`src/rtl/tmr_clk_pkg.sv`:
```
package tmr_clk_pkg;

    typedef enum logic [2:0] {
        SRC_OFF      = 3'b000,
        SRC_DIRECT   = 3'b001,
        SRC_DIV8     = 3'b010,
        SRC_DIV64    = 3'b011,
        SRC_DIV256   = 3'b100,
        SRC_DIV1024  = 3'b101,
        SRC_PIN_FALL = 3'b110,
        SRC_PIN_RISE = 3'b111
    } src_e;

    typedef enum logic {
        LVL_LOW  = 1'b0,
        LVL_HIGH = 1'b1
    } lvl_e;

    localparam int SRC_NTAP = 4;

    // log2 of each divider, slowest last
    function automatic int tap_log(input int idx);
        case (idx)
            0:       return 3;
            1:       return 6;
            2:       return 8;
            default: return 10;
        endcase
    endfunction

endpackage

```
`src/rtl/tmr_psc_ctr.sv`:
```
module tmr_psc_ctr
    import tmr_clk_pkg::*;
#(
    parameter int NTAP = SRC_NTAP
) (
    input  logic            clk,
    input  logic            rst_n,
    input  logic            clr,
    output logic [NTAP-1:0] tap_hit
);

    localparam int PSC_W = tap_log(NTAP - 1);

    logic [PSC_W-1:0] cnt_q;

    always_ff @(posedge clk or negedge rst_n) begin
        if (!rst_n) begin
            cnt_q <= '0;
        end else if (clr) begin
            cnt_q <= '0;
        end else begin
            cnt_q <= cnt_q + 1'b1;
        end
    end

    // each tap strobes when its low bits have all reached one
    for (genvar i = 0; i < NTAP; i++) begin : g_tap
        localparam int LW = tap_log(i);
        assign tap_hit[i] = !clr && (&cnt_q[LW-1:0]);
    end

    AST_PSC_CLEAR: assert property (@(posedge clk) disable iff (!rst_n)
        clr |=> (cnt_q == '0));

    AST_DIV8_GAP: assert property (@(posedge clk) disable iff (!rst_n)
        tap_hit[0] |=> !tap_hit[0]);

endmodule

```
`src/rtl/tmr_pin_edge.sv`:
```
module tmr_pin_edge
    import tmr_clk_pkg::*;
#(
    parameter int SYNC_STAGES = 2
) (
    input  logic clk,
    input  logic rst_n,
    input  logic pin_raw,
    output logic pin_rise,
    output logic pin_fall
);

    logic [SYNC_STAGES-1:0] sync_q;
    logic                   pin_s;
    lvl_e                   lvl_q;
    lvl_e                   lvl_d;

    always_ff @(posedge clk or negedge rst_n) begin
        if (!rst_n) begin
            sync_q <= '0;
        end else begin
            sync_q <= {sync_q[SYNC_STAGES-2:0], pin_raw};
        end
    end

    assign pin_s = sync_q[SYNC_STAGES-1];

    // state register
    always_ff @(posedge clk or negedge rst_n) begin
        if (!rst_n) begin
            lvl_q <= LVL_LOW;
        end else begin
            lvl_q <= lvl_d;
        end
    end

    // next state and event outputs
    always_comb begin
        lvl_d    = lvl_q;
        pin_rise = 1'b0;
        pin_fall = 1'b0;
        unique case (lvl_q)
            LVL_LOW: begin
                if (pin_s) begin
                    lvl_d    = LVL_HIGH;
                    pin_rise = 1'b1;
                end
            end
            LVL_HIGH: begin
                if (!pin_s) begin
                    lvl_d    = LVL_LOW;
                    pin_fall = 1'b1;
                end
            end
        endcase
    end

    AST_EDGE_EXCL: assert property (@(posedge clk) disable iff (!rst_n)
        $onehot0({pin_rise, pin_fall}));

    AST_RISE_ONCE: assert property (@(posedge clk) disable iff (!rst_n)
        pin_rise |=> !pin_rise);

    AST_FALL_ONCE: assert property (@(posedge clk) disable iff (!rst_n)
        pin_fall |=> !pin_fall);

endmodule

```
`src/rtl/tmr_clk_sel.sv`:
```
module tmr_clk_sel
    import tmr_clk_pkg::*;
#(
    parameter int SYNC_STAGES = 2
) (
    input  logic       clk,
    input  logic       rst_n,
    input  logic       psc_clr,
    input  logic [2:0] src_sel,
    input  logic       ext_pin,
    output logic       cnt_en
);

    logic [SRC_NTAP-1:0] tap_hit;
    logic                pin_rise;
    logic                pin_fall;
    logic                en_d;
    src_e                sel_e;

    assign sel_e = src_e'(src_sel);

    tmr_psc_ctr #(
        .NTAP (SRC_NTAP)
    ) u_psc (
        .clk     (clk),
        .rst_n   (rst_n),
        .clr     (psc_clr),
        .tap_hit (tap_hit)
    );

    tmr_pin_edge #(
        .SYNC_STAGES (SYNC_STAGES)
    ) u_edge (
        .clk      (clk),
        .rst_n    (rst_n),
        .pin_raw  (ext_pin),
        .pin_rise (pin_rise),
        .pin_fall (pin_fall)
    );

    always_comb begin
        en_d = 1'b0;
        unique case (sel_e)
            SRC_OFF:      en_d = 1'b0;
            SRC_DIRECT:   en_d = 1'b1;
            SRC_DIV8:     en_d = tap_hit[0];
            SRC_DIV64:    en_d = tap_hit[1];
            SRC_DIV256:   en_d = tap_hit[2];
            SRC_DIV1024:  en_d = tap_hit[3];
            SRC_PIN_FALL: en_d = pin_fall;
            SRC_PIN_RISE: en_d = pin_rise;
        endcase
    end

    always_ff @(posedge clk or negedge rst_n) begin
        if (!rst_n) begin
            cnt_en <= 1'b0;
        end else begin
            cnt_en <= en_d;
        end
    end

    AST_OFF_QUIET: assert property (@(posedge clk) disable iff (!rst_n)
        (src_sel == 3'b000) |=> !cnt_en);

    AST_DIRECT_EVERY: assert property (@(posedge clk) disable iff (!rst_n)
        (src_sel == 3'b001) |=> cnt_en);

    AST_SINGLE_PULSE: assert property (@(posedge clk) disable iff (!rst_n)
        (cnt_en && (src_sel != 3'b001) && $stable(src_sel)) |=> !cnt_en);

endmodule

```
`config.mk`:
```
export PLATFORM = sky130hd
export DESIGN_NAME = tmr_clk_sel
export DESIGN_NICKNAME = d
export VERILOG_FILES = /design/src/rtl/tmr_clk_pkg.sv /design/src/rtl/tmr_psc_ctr.sv /design/src/rtl/tmr_pin_edge.sv /design/src/rtl/tmr_clk_sel.sv
export SDC_FILE = /design/constraint.sdc
export NUM_CORES = 1
export LEC_CHECK = 0
export ABC_AREA = 1
export BUFFER_PORTS_ARGS = -buffer_cell sky130_fd_sc_hd__buf_4
export CAP_MARGIN = 40
export CORE_MARGIN = 1.5
export CORE_UTILIZATION = 30
export DETAILED_ROUTE_END_ITERATION = 10
export SLEW_MARGIN = 20
export SYNTH_ARGS = -nofsm -noshare
export SYNTH_HDL_FRONTEND = slang
export SYNTH_SLANG_ARGS = --single-unit
```
`constraint.sdc`:
```
create_clock -name clk -period 3 [get_ports clk]
set_input_delay 0.6 -clock clk [delete_from_list [all_inputs] [get_ports clk]]
set_output_delay 0.6 -clock clk [all_outputs]
set_load 0.02 [all_outputs]
```
==> results of run 1 <==
[power groups by stage]
stage / registers, mW / clock network, mW / logic [mW]
2_1_floorplan: 0.204 / 0 / 0.0146
3_3_place_gp: 0.203 / 0 / 0.0298
3_5_place_dp: 0.204 / 0 / 0.0299
4_1_cts: 0.200 / 0.137 / 0.0302
5_1_grt: 0.201 / 0.143 / 0.0360
6_report: 0.200 / 0.131 / 0.0296
[metal layers]
| metal | global-route usage (%) | vias to the layer above | routed length [um] |
|---|---|---|---|
| met2 | 17.5 | 9 | 507 |
| li1 | - | 292 | - |
| met3 | 2.63 | 4 | 30 |
| met4 | 6.31 | 0 | 22 |
| met1 | 13.9 | 234 | 577 |
| met5 | 0 | - | 0 |
[registers in the layout, summed over array words and instances (netlist names)]
register       cells
u_psc.cnt_q       10
u_edge.sync_q      2
cnt_en             1
u_edge.lvl_q       1
[kinds of logic (layout without fill, tap and decap cells)]
family	count (synthesis)	count (layout)	synth area share (%)
xor+xnor	2	2	2.54
buf+inv	15	25	8.33
flops	14	14	50.7
compound gates	6	6	4.35
fa+ha+maj	2	2	3.62
simple gates	49	49	30.4
[area by class of cell]
type / count / area [um2] / area share (%)
Sequential cell: 14 / 350 / 43.3
Timing Repair Buffer: 7 / 52.6 / 6.49
Clock buffer: 4 / 36.3 / 4.48
Multi-Input combinational cell: 59 / 283 / 34.9
Tap cell: 28 / 35.0 / 4.33
Inverter: 14 / 52.6 / 6.49
[how the worst max path moves through the flow]
stage / slack (ps) / to / cells past startpoint
floorplan: 1830 / cnt_en / 6
global placement: 1760 / cnt_en / 7
detailed placement: 1770 / cnt_en / 6
CTS: 1600 / cnt_en / 1
global route: 1570 / cnt_en / 7
finish: 1620 / cnt_en / 1
[stage by stage]
stage	power (mW)	util (%)	std cells
after floorplan	0.219	-	88
after global placement	0.233	35.3	122
after detailed placement	0.234	35.3	122
after CTS	0.367	37.0	126
after global routing	0.380	37.0	126
final	0.361	37.0	126
[layout by cell type, fill, tap and decap left out, types with 2 or more instances in the layout]
master and n:
nor2_1 14, clkbuf_4 3, buf_4 7, dfrtp_1 14
nand3_1 6, a21oi_1 3, nand2_2 2, inv_1 13
nand2_1 22, nor2_2 2, ha_1 2, nor3_1 2
o21ai_0 2
==> impl_metrics.csv, run 1 <==
group,metric,value,unit
logic_synthesis,netlist.top_cell.by_area,"dfrtp_1",
critical_path,cpPeakStageDelay,360,ps
logic_synthesis,most_area_consuming_cells_after_synthesis,"dfrtp_1 (51%), nand2_1 (12%), nor2_1 (7.6%), inv_1 (7.1%), nand3_1 (4.3%)",
logic_synthesis,synth_sequential_area_ratio,50.7,%
logic_synthesis,synth_async_sr_flop_share,100,%
drt,drtAntennaViolNets,0,
logic_synthesis,number_of_synthesized_flops_with_an_enable_pin,0,
logic_synthesis,yosys.cell_count.top_type,"nand2_1",
sta,whs,151,ps
logic_synthesis,yosysUniqueCellTypes,17,
cells_and_area,filler_cell_count,234,
placed_design,finalWeightedCongestion,0.798,
placed_design,placement.cell_area,773,um2
critical_path,timing.rr.start,"u_psc.cnt_q[0]",
sta,setup_violations_final,0,
cells_and_area,post-route-cell-area,810,um2
cts,cts.sinks,14,
sta,hold_viol_final,0,
cells_and_area,layout-drive-gt1-share,17.3,%
cts,clock-root-buffer,"clkbuf_4",
power_and_ir_drop,power.density,446,mW/mm2
die,floorplan.core_area,0.00219,mm2
logic_synthesis,synth.cell_area,691,um2
critical_path,launching_instance_or_port_of_the_critical_path,"cnt_en",
global_routing,grt_pass1_vias,522,
die,fp.dieArea,0.00260,mm2
cts,holdBufCountCts,0,
power_and_ir_drop,sequentialPowerShare,55.4,%
die,row_count,17,
global_routing,globalRouteTotalUtil,11.1,%
power_and_ir_drop,power.combinational.fraction,8.2,%
sta,fin_ws,1620,ps
sta,maxSlewViolCount,0,
min_path,type_of_the_most_critical_hold_path,"input pin to async pin",
sta,period_share,46.2,%
sta,timing.setup.tns,0,ps
cts,clock_insertion_delay_worst_skew,280,ps
critical_path,critPathArrivalTime,780,ps
critical_path,worst-setup-path-type,"flop to output port",
placed_design,port_buffers,7,
critical_path,critical-path-slowest-cell,"dfrtp_1",
drt,detail_route.vias_per_cell,4.28,
logic_synthesis,synth-seq-cells,14,
global_routing,number_of_antenna_violations_at_the_first_check_in_global_routing,0,
die,floorplan.die.height,51.0,um
drt,dr.pass1.iters,4,
logic_synthesis,syn-instance-count,88,
sta,worst-slew-pin-transition,198,ps
cts,postCtsSetupBuffers,0,
critical_path,cp_data_required_time,2400,ps
cts,htree_levels,1,
cts,post_cts.resized_instances,0,
cts,clock_tree_from_tritoncts,"done",
run_status,run_status,"finished clean",
sta,final.min_clock_period,1380,ps
power_and_ir_drop,power_leakage,0.413,nW
critical_path,largest_driver_fanout_on_the_critical_path,1,
critical_path,path_cells,"buf_4",
placed_design,hpwl,867,um
global_routing,grt_overflow,0,
critical_path,critPathLaunchType,"flop",
placed_design,detailedPlace.worstSlack,1770,ps
drt,detail_route.wirelength,1140,um
critical_path,worst_r2r_endpoint,"cnt_en",
logic_synthesis,syn_avg_cell_area,7.85,um2
cells_and_area,finish.net_count,108,
sta,fin_skew,6.82,ps
drt,drt_first_iter_violations,6,
critical_path,worst-r2r-cell-count,7,
cells_and_area,diodes,0,
logic_synthesis,synth.top_cell.area_share,50.7,%
die,ioPinCount,8,
power_and_ir_drop,power.switching_fraction,22.0,%
drt,wl_per_cell,9.02,um
sta,slew-limit-headroom,86.8,%
cells_and_area,syn2layout_area_growth,17.2,%
global_routing,grt_start_max_net_pins,15,
drt,num_vias,539,
job,cap_violations,0,
cts,cts-root-to-sink-buffers,2,
sta,max_clock_freq,722,MHz
power_and_ir_drop,power.switching,0.0795,mW
cts,cts_made_buffers,3,
logic_synthesis,syn-num-nets,97,
critical_path,critPathBufInv,1,
logic_synthesis,post_synth_most_frequent_cells,"nand2_1 (22), dfrtp_1 (14), nor2_1 (14)",
cts,worst_setup_hold_path_clk_slew,80,ps
critical_path,register_to_register_setup_slack,1730,ps
sta,rsz0062_at_grt,"false",
drt,drc,0,
global_routing,grt_pass1_wl,2120,um
logic_synthesis,synth_flop_cell,"dfrtp_1",
logic_synthesis,ys_warn_count,0,
critical_path,critPathCaptureType,"output port",
power_and_ir_drop,share_clk_of_total_power,36.4,%
die,initial_core_util,31.5,%
power_and_ir_drop,ir_drop,0.254,mV
power_and_ir_drop,power.internal,0.281,mW
critical_path,path_delay_family,"flip-flops",
die,die_x,51.0,um
No activity file was read; power rests on OpenSTA's default activity.
==> run 2, diff against run 1 <==
Clock period 3 ns to 1.2 ns, I/O delays scaled along.
==> run 2 against run 1 <==
Setup slack worse by 1500 ps. Via count up 4.3%. First-iteration DRC count down 33%. Wire length up 13%. Largest power group unchanged.
==> impl_metrics.csv, run 2 (same netlist as run 1, synthesis figures left out) <==
group,metric,value,unit
die,floorplan.core_area,0.00219,mm2
global_routing,globalRouteTotalUtil,11.5,%
power_and_ir_drop,sequentialPowerShare,54.0,%
critical_path,launching_instance_or_port_of_the_critical_path,"u_psc.cnt_q[0]",
sta,maxSlewViolCount,0,
cells_and_area,number_of_flip_flops_under_the_largest_register_name,10,
job,cap_violations,0,
cells_and_area,layout.core_utilization,38.7,%
drt,dr.pass1.iters,5,
power_and_ir_drop,power_leakage,0.419,nW
power_and_ir_drop,ir_drop,0.489,mV
cells_and_area,regMostFlops,"u_psc.cnt_q",
critical_path,critPathBufInv,0,
sta,period_share,94.3,%
sta,rsz0062_at_grt,"true",
global_routing,grt_pass1_wl,2240,um
sta,whs,65.1,ps
critical_path,worst-setup-path-type,"flop to flop",
cells_and_area,post-route-cell-area,848,um2
cts,clock_insertion_delay_worst_skew,270,ps
critical_path,cp_data_required_time,1380,ps
cells_and_area,diodes,0,
cts,htree_levels,1,
sta,max_clock_freq,883,MHz
drt,drt_first_iter_violations,4,
power_and_ir_drop,report.power.total,0.924,mW
critical_path,critPathCaptureType,"flop",
critical_path,path_delay_family,"flip-flops",
placed_design,placement.cell_area,781,um2
critical_path,worst_r2r_endpoint,"cnt_en",
drt,wl_per_cell,10.0,um
cts,cts.sinks,14,
global_routing,grt_overflow,0,
sta,timing.setup.tns,0,ps
die,floorplan.die.height,51.0,um
die,row_count,17,
global_routing,grt_start_max_net_pins,15,
cells_and_area,mostFrequentLayoutCell,"nand2_1",
sta,slew-limit-headroom,88.0,%
cells_and_area,layout_top_registers,"u_psc.cnt_q: 10 flops, u_edge.sync_q: 2 flops",
critical_path,largest_driver_fanout_on_the_critical_path,2,
cells_and_area,layout-drive-gt1-share,20.0,%
critical_path,timing.rr.start,"u_psc.cnt_q[0]",
cts,cts_made_buffers,3,
cts,clock_tree_from_tritoncts,"done",
die,ioPinCount,8,
critical_path,cpPeakStageDelay,400,ps
sta,setup_violations_final,0,
critical_path,critPathLaunchType,"flop",
power_and_ir_drop,power.internal,0.709,mW
die,fp.dieArea,0.00260,mm2
min_path,min_from,"ext_pin",
placed_design,detailedPlace.worstSlack,38.4,ps
cts,worst_setup_hold_path_clk_slew,90,ps
sta,fin_skew,3.53,ps
die,die_x,51.0,um
power_and_ir_drop,power.switching,0.215,mW
run_status,run_status,"finished clean",
power_and_ir_drop,power.switching_fraction,23.2,%
power_and_ir_drop,share_clk_of_total_power,36.7,%
cts,postCtsSetupBuffers,0,
critical_path,register_to_register_setup_slack,70,ps
global_routing,number_of_antenna_violations_at_the_first_check_in_global_routing,0,
sta,final.min_clock_period,1130,ps
placed_design,port_buffers,7,
sta,worst-slew-pin-transition,179,ps
global_routing,grt_pass1_vias,537,
power_and_ir_drop,power.density,1090,mW/mm2
min_path,worst_hold_path_endpoint,"u_edge.sync_q[0]",
cells_and_area,final-instance-count-excl-fill,128,
drt,detail_route.vias_per_cell,4.39,
power_and_ir_drop,power.combinational.fraction,9.3,%
cells_and_area,syn2layout_area_growth,22.8,%
drt,drtAntennaViolNets,0,
cts,clock-root-buffer,"clkbuf_4",
placed_design,hpwl,957,um
drt,detail_route.wirelength,1280,um
drt,drc,0,
critical_path,critical-path-slowest-cell,"dfrtp_1",
critical_path,path_cells,"ha_2 > ha_1 > nand3_1 > nand2_1 > nand3_1 > nand2_1",
placed_design,finalWeightedCongestion,0.791,
cells_and_area,most-common-layout-cells,"nand2_1 (22), nor2_1 (14), inv_1 (13), dfrtp_1 (13), buf_4 (8)",
placed_design,placed_cells_incl_taps,123,
cts,cts-root-to-sink-buffers,2,
drt,num_vias,562,
sta,fin_ws,68.0,ps
sta,hold_viol_final,0,
critical_path,critPathArrivalTime,1310,ps
critical_path,worst-r2r-cell-count,6,
cells_and_area,finish.net_count,110,
min_path,type_of_the_most_critical_hold_path,"input pin to flop",
min_path,hold_path_depth,1,
die,initial_core_util,31.5,%
-- run 2: cell types whose count changed in the layout (fill, tap and decap cells not counted) --
cell           before  now
buf_4               7    8
dfrtp_1            14   13
dfrtp_2             0    1
dlygate4sd3_1       0    1
ha_1                2    1
ha_2                0    1
nand3_2             1    0
nand3_4             0    1
nor2_2              2    0
nor2_4              0    2
-- run 2: repair_timing --
item | in CTS | in global routing
endpoints found under the setup margin | 0 | 3
hold buffers | 1 | 0
hold endpoints to repair | 14 | 0
gates resized for setup | 0 | 5
-- run 2: layer usage --
layer / vias to the layer above / part of all wire [%] / GRT usage [%]
li1: 293 / - / -
met1: 258 / 47 / 14.5
met2: 9 / 49 / 18.4
met3: 2 / 3.7 / 3.51
met4: 0 / 0.39 / 4.05
met5: - / 0 / 0
-- run 2: worst max-delay path by stage --
| stage | endpoint | slack (ps) | depth (start not counted) |
|---|---|---|---|
| after floorplan | cnt_en | 50 | 6 |
| after global placement | cnt_en | 80 | 7 |
| after detailed placement | u_psc.cnt_q[8] | 40 | 6 |
| after CTS | cnt_en | 20 | 7 |
| after global routing | u_psc.cnt_q[8] | -20 | 6 |
| final | cnt_en | 70 | 6 |
-- run 2: worst reg2reg max path, cell delays in order (launching register included) --
cell     delay (ps)
dfrtp_1         400
ha_2            220
ha_1            180
nand3_1          70
nand2_1          50
nand3_1          70
nand2_1          50
-- run 2: area by class of cell --
cell class | instances | area [um2]
clock buffers | 4 | 36.3
multi-input cells | 59 | 303
repair buffers | 9 | 70.1
inverters | 14 | 52.6
well taps | 28 | 35.0
fillers | 228 | 1340
flip-flops and latches | 14 | 352
-- run 2: power groups by stage --
stage / registers, mW / logic (mW) / clock network [mW]
2_1_floorplan: 0.510 / 0.0364 / 0
3_3_place_gp: 0.506 / 0.0817 / 0
3_5_place_dp: 0.507 / 0.0832 / 0
4_1_cts: 0.498 / 0.0858 / 0.346
5_1_grt: 0.501 / 0.101 / 0.370
6_report: 0.499 / 0.0857 / 0.339
==> run 3, diff against run 2 <==
Settings changed: ABC_AREA 1 to default.
==> run 3 against run 2 <==
Synthesized area decreased by 6.9%. Setup slack worse by 27 ps. Critical path depth unchanged. Sequential cell count unchanged. Clock skew up 4.6 ps. Register-to-register slack got worse by 30 ps. Non-clock buffer count rose by 4. Die area decreased by 6.5%. Global-route usage increased by 0.086 points. Wire length decreased by 11%. Cell count shrank 19%.
==> impl_metrics.csv, run 3 <==
group,metric,value,unit
run_status,run_status,"finished clean",
cts,clock_tree_from_tritoncts,"done",
cells_and_area,layout.core_utilization,42.8,%
logic_synthesis,syn-num-nets,70,
logic_synthesis,yosysUniqueCellTypes,24,
job,cap_violations,0,
critical_path,worst-r2r-cell-count,6,
critical_path,critPathLaunchType,"flop",
cts,htree_levels,1,
logic_synthesis,synth.cell_area,643,um2
logic_synthesis,post_synth_most_frequent_cells,"dfrtp_1 (14), nor2_1 (9), xor2_1 (5)",
sta,hold_viol_final,0,
sta,worst-slew-pin-transition,222,ps
drt,drc,0,
placed_design,port_buffers,7,
logic_synthesis,netlist.top_cell.by_area,"dfrtp_1",
cells_and_area,most-common-layout-cells,"dfrtp_1 (14), buf_4 (12), nor2_1 (9)",
cells_and_area,regMostFlops,"u_psc.cnt_q",
cells_and_area,finish.net_count,87,
sta,final.min_clock_period,1160,ps
logic_synthesis,ys_warn_count,0,
die,row_count,16,
critical_path,cp_data_required_time,1380,ps
global_routing,grt_pass1_vias,485,
power_and_ir_drop,power_leakage,0.376,nW
global_routing,globalRouteTotalUtil,11.5,%
min_path,hold_path_depth,1,
min_path,type_of_the_most_critical_hold_path,"input pin to flop",
cts,cts.sinks,14,
sta,rsz0062_at_grt,"true",
cells_and_area,mostFrequentLayoutCell,"dfrtp_1",
logic_synthesis,synth_flop_cell,"dfrtp_1",
logic_synthesis,yosys.cell_count.top_type,"dfrtp_1",
drt,drt_first_iter_violations,6,
die,floorplan.die.height,49.3,um
logic_synthesis,synth_sequential_area_ratio,54.5,%
drt,drtAntennaViolNets,0,
global_routing,number_of_antenna_violations_at_the_first_check_in_global_routing,0,
global_routing,grt_start_max_net_pins,15,
cts,clock_insertion_delay_worst_skew,290,ps
drt,num_vias,487,
drt,dr.pass1.iters,3,
die,fp.dieArea,0.00243,mm2
power_and_ir_drop,report.power.total,0.931,mW
sta,fin_skew,8.11,ps
critical_path,critPathCaptureType,"flop",
cts,clock-root-buffer,"clkbuf_4",
placed_design,hpwl,794,um
placed_design,finalWeightedCongestion,0.766,
logic_synthesis,number_of_synthesized_flops_with_an_enable_pin,0,
global_routing,grt_pass1_wl,1970,um
die,floorplan.core_area,0.00198,mm2
cts,cts-root-to-sink-buffers,2,
sta,slew-limit-headroom,85.0,%
logic_synthesis,synth_async_sr_flop_share,100,%
sta,timing.setup.tns,0,ps
critical_path,worst-setup-path-type,"flop to flop",
critical_path,register_to_register_setup_slack,40,ps
cts,worst_setup_hold_path_clk_slew,90,ps
sta,max_clock_freq,863,MHz
sta,period_share,96.6,%
logic_synthesis,synth.top_cell.area_share,54.5,%
sta,maxSlewViolCount,0,
cells_and_area,layout_top_registers,"u_psc.cnt_q: 10 flops, u_edge.sync_q: 2 flops",
die,ioPinCount,8,
die,die_x,49.3,um
cts,cts_made_buffers,3,
critical_path,critPathArrivalTime,1340,ps
critical_path,launching_instance_or_port_of_the_critical_path,"u_psc.cnt_q[0]",
power_and_ir_drop,ir_drop,0.670,mV
critical_path,cp-endpoint,"cnt_en",
critical_path,largest_driver_fanout_on_the_critical_path,4,
cells_and_area,diodes,0,
drt,detail_route.vias_per_cell,4.68,
cells_and_area,syn2layout_area_growth,31.9,%
logic_synthesis,syn_avg_cell_area,10.5,um2
critical_path,timing.rr.start,"u_psc.cnt_q[0]",
logic_synthesis,most_area_consuming_cells_after_synthesis,"dfrtp_1 (54%), xor2_1 (6.8%), nor2_1 (5.3%), ha_1 (3.9%), a21oi_1 (2.3%)",
cells_and_area,number_of_flip_flops_under_the_largest_register_name,10,
global_routing,grt_overflow,0,
cells_and_area,layout-drive-gt1-share,31.2,%
drt,wl_per_cell,10.9,um
drt,detail_route.wirelength,1140,um
power_and_ir_drop,power.density,1100,mW/mm2
logic_synthesis,synth-seq-cells,14,
die,initial_core_util,32.4,%
logic_synthesis,syn-instance-count,61,
critical_path,worst_r2r_endpoint,"cnt_en",
sta,setup_violations_final,0,
## run 3: logic make-up (layout without fill, tap and decap cells)
family	Yosys count	after routing	synth area share, %
AND/OR/NAND/NOR	29	29	24.3
XOR/XNOR	6	6	8.17
buffers and inverters	1	17	0.583
flip-flops	14	14	54.5
adder cells (fa/ha/maj)	2	2	3.89
AO/OA/AOI/OAI	9	9	8.56
## run 3: layer usage
layer	GRT usage, %	part of all wire (%)
met5	0	0
met4	12.9	3.2
met3	4.91	4.6
met2	14.9	44
met1	13.3	48
## run 3: cell type report
cell class                      count  area [um2]
Fill cell                         191        1130
Sequential cell                    14         350
Multi-Input combinational cell     46         328
Timing Repair Buffer               13         100
Clock buffer                        4        36.3
Tap cell                           27        33.8
## run 3: worst min path at each step
stage,slack (ps),to,start
6_report,60,u_edge.sync_q[0],ext_pin
2_1_floorplan,-60,cnt_en,rst_n
5_1_grt,30,u_edge.sync_q[0],ext_pin
3_5_place_dp,100,u_psc.cnt_q[4],rst_n
3_3_place_gp,100,u_psc.cnt_q[3],rst_n
4_1_cts,40,u_edge.sync_q[0],ext_pin
## run 3: metrics by stage
| step | setup WS (ps) | hold slack (ps) | std cells | instance area [um2] |
|---|---|---|---|---|
| after floorplan | 7.02 | -55.6 | 61 | 643 |
| after global routing | -67.2 | 28.9 | 104 | 848 |
| after global placement | -19.8 | 98.9 | 98 | 756 |
| after CTS | 2.15 | 43.7 | 103 | 817 |
| after detailed placement | -46.7 | 100 | 98 | 756 |
| final | 41.0 | 57.5 | 104 | 848 |
## run 3: what timing repair did
item,CTS,global route
resized for setup,3,4
setup endpoints to repair,2,5
pin swaps,1,5
buffers inserted,0,1
hold endpoints to repair,14,0
hold buffers,1,0
## run 3: critical path: stages (launching register included)
cell     delay (ps)
dfrtp_1         410
ha_4            190
ha_4            160
a21oi_2         100
a21oi_1          50
nor2_1          100
a31oi_1          50
## run 3: where the power goes
group	total [mW]	internal, mW	switching [mW]
registers	0.496	0.486	0.0100
clock network	0.343	0.185	0.158
logic	0.0919	0.0467	0.0452
total	0.931	0.718	0.213
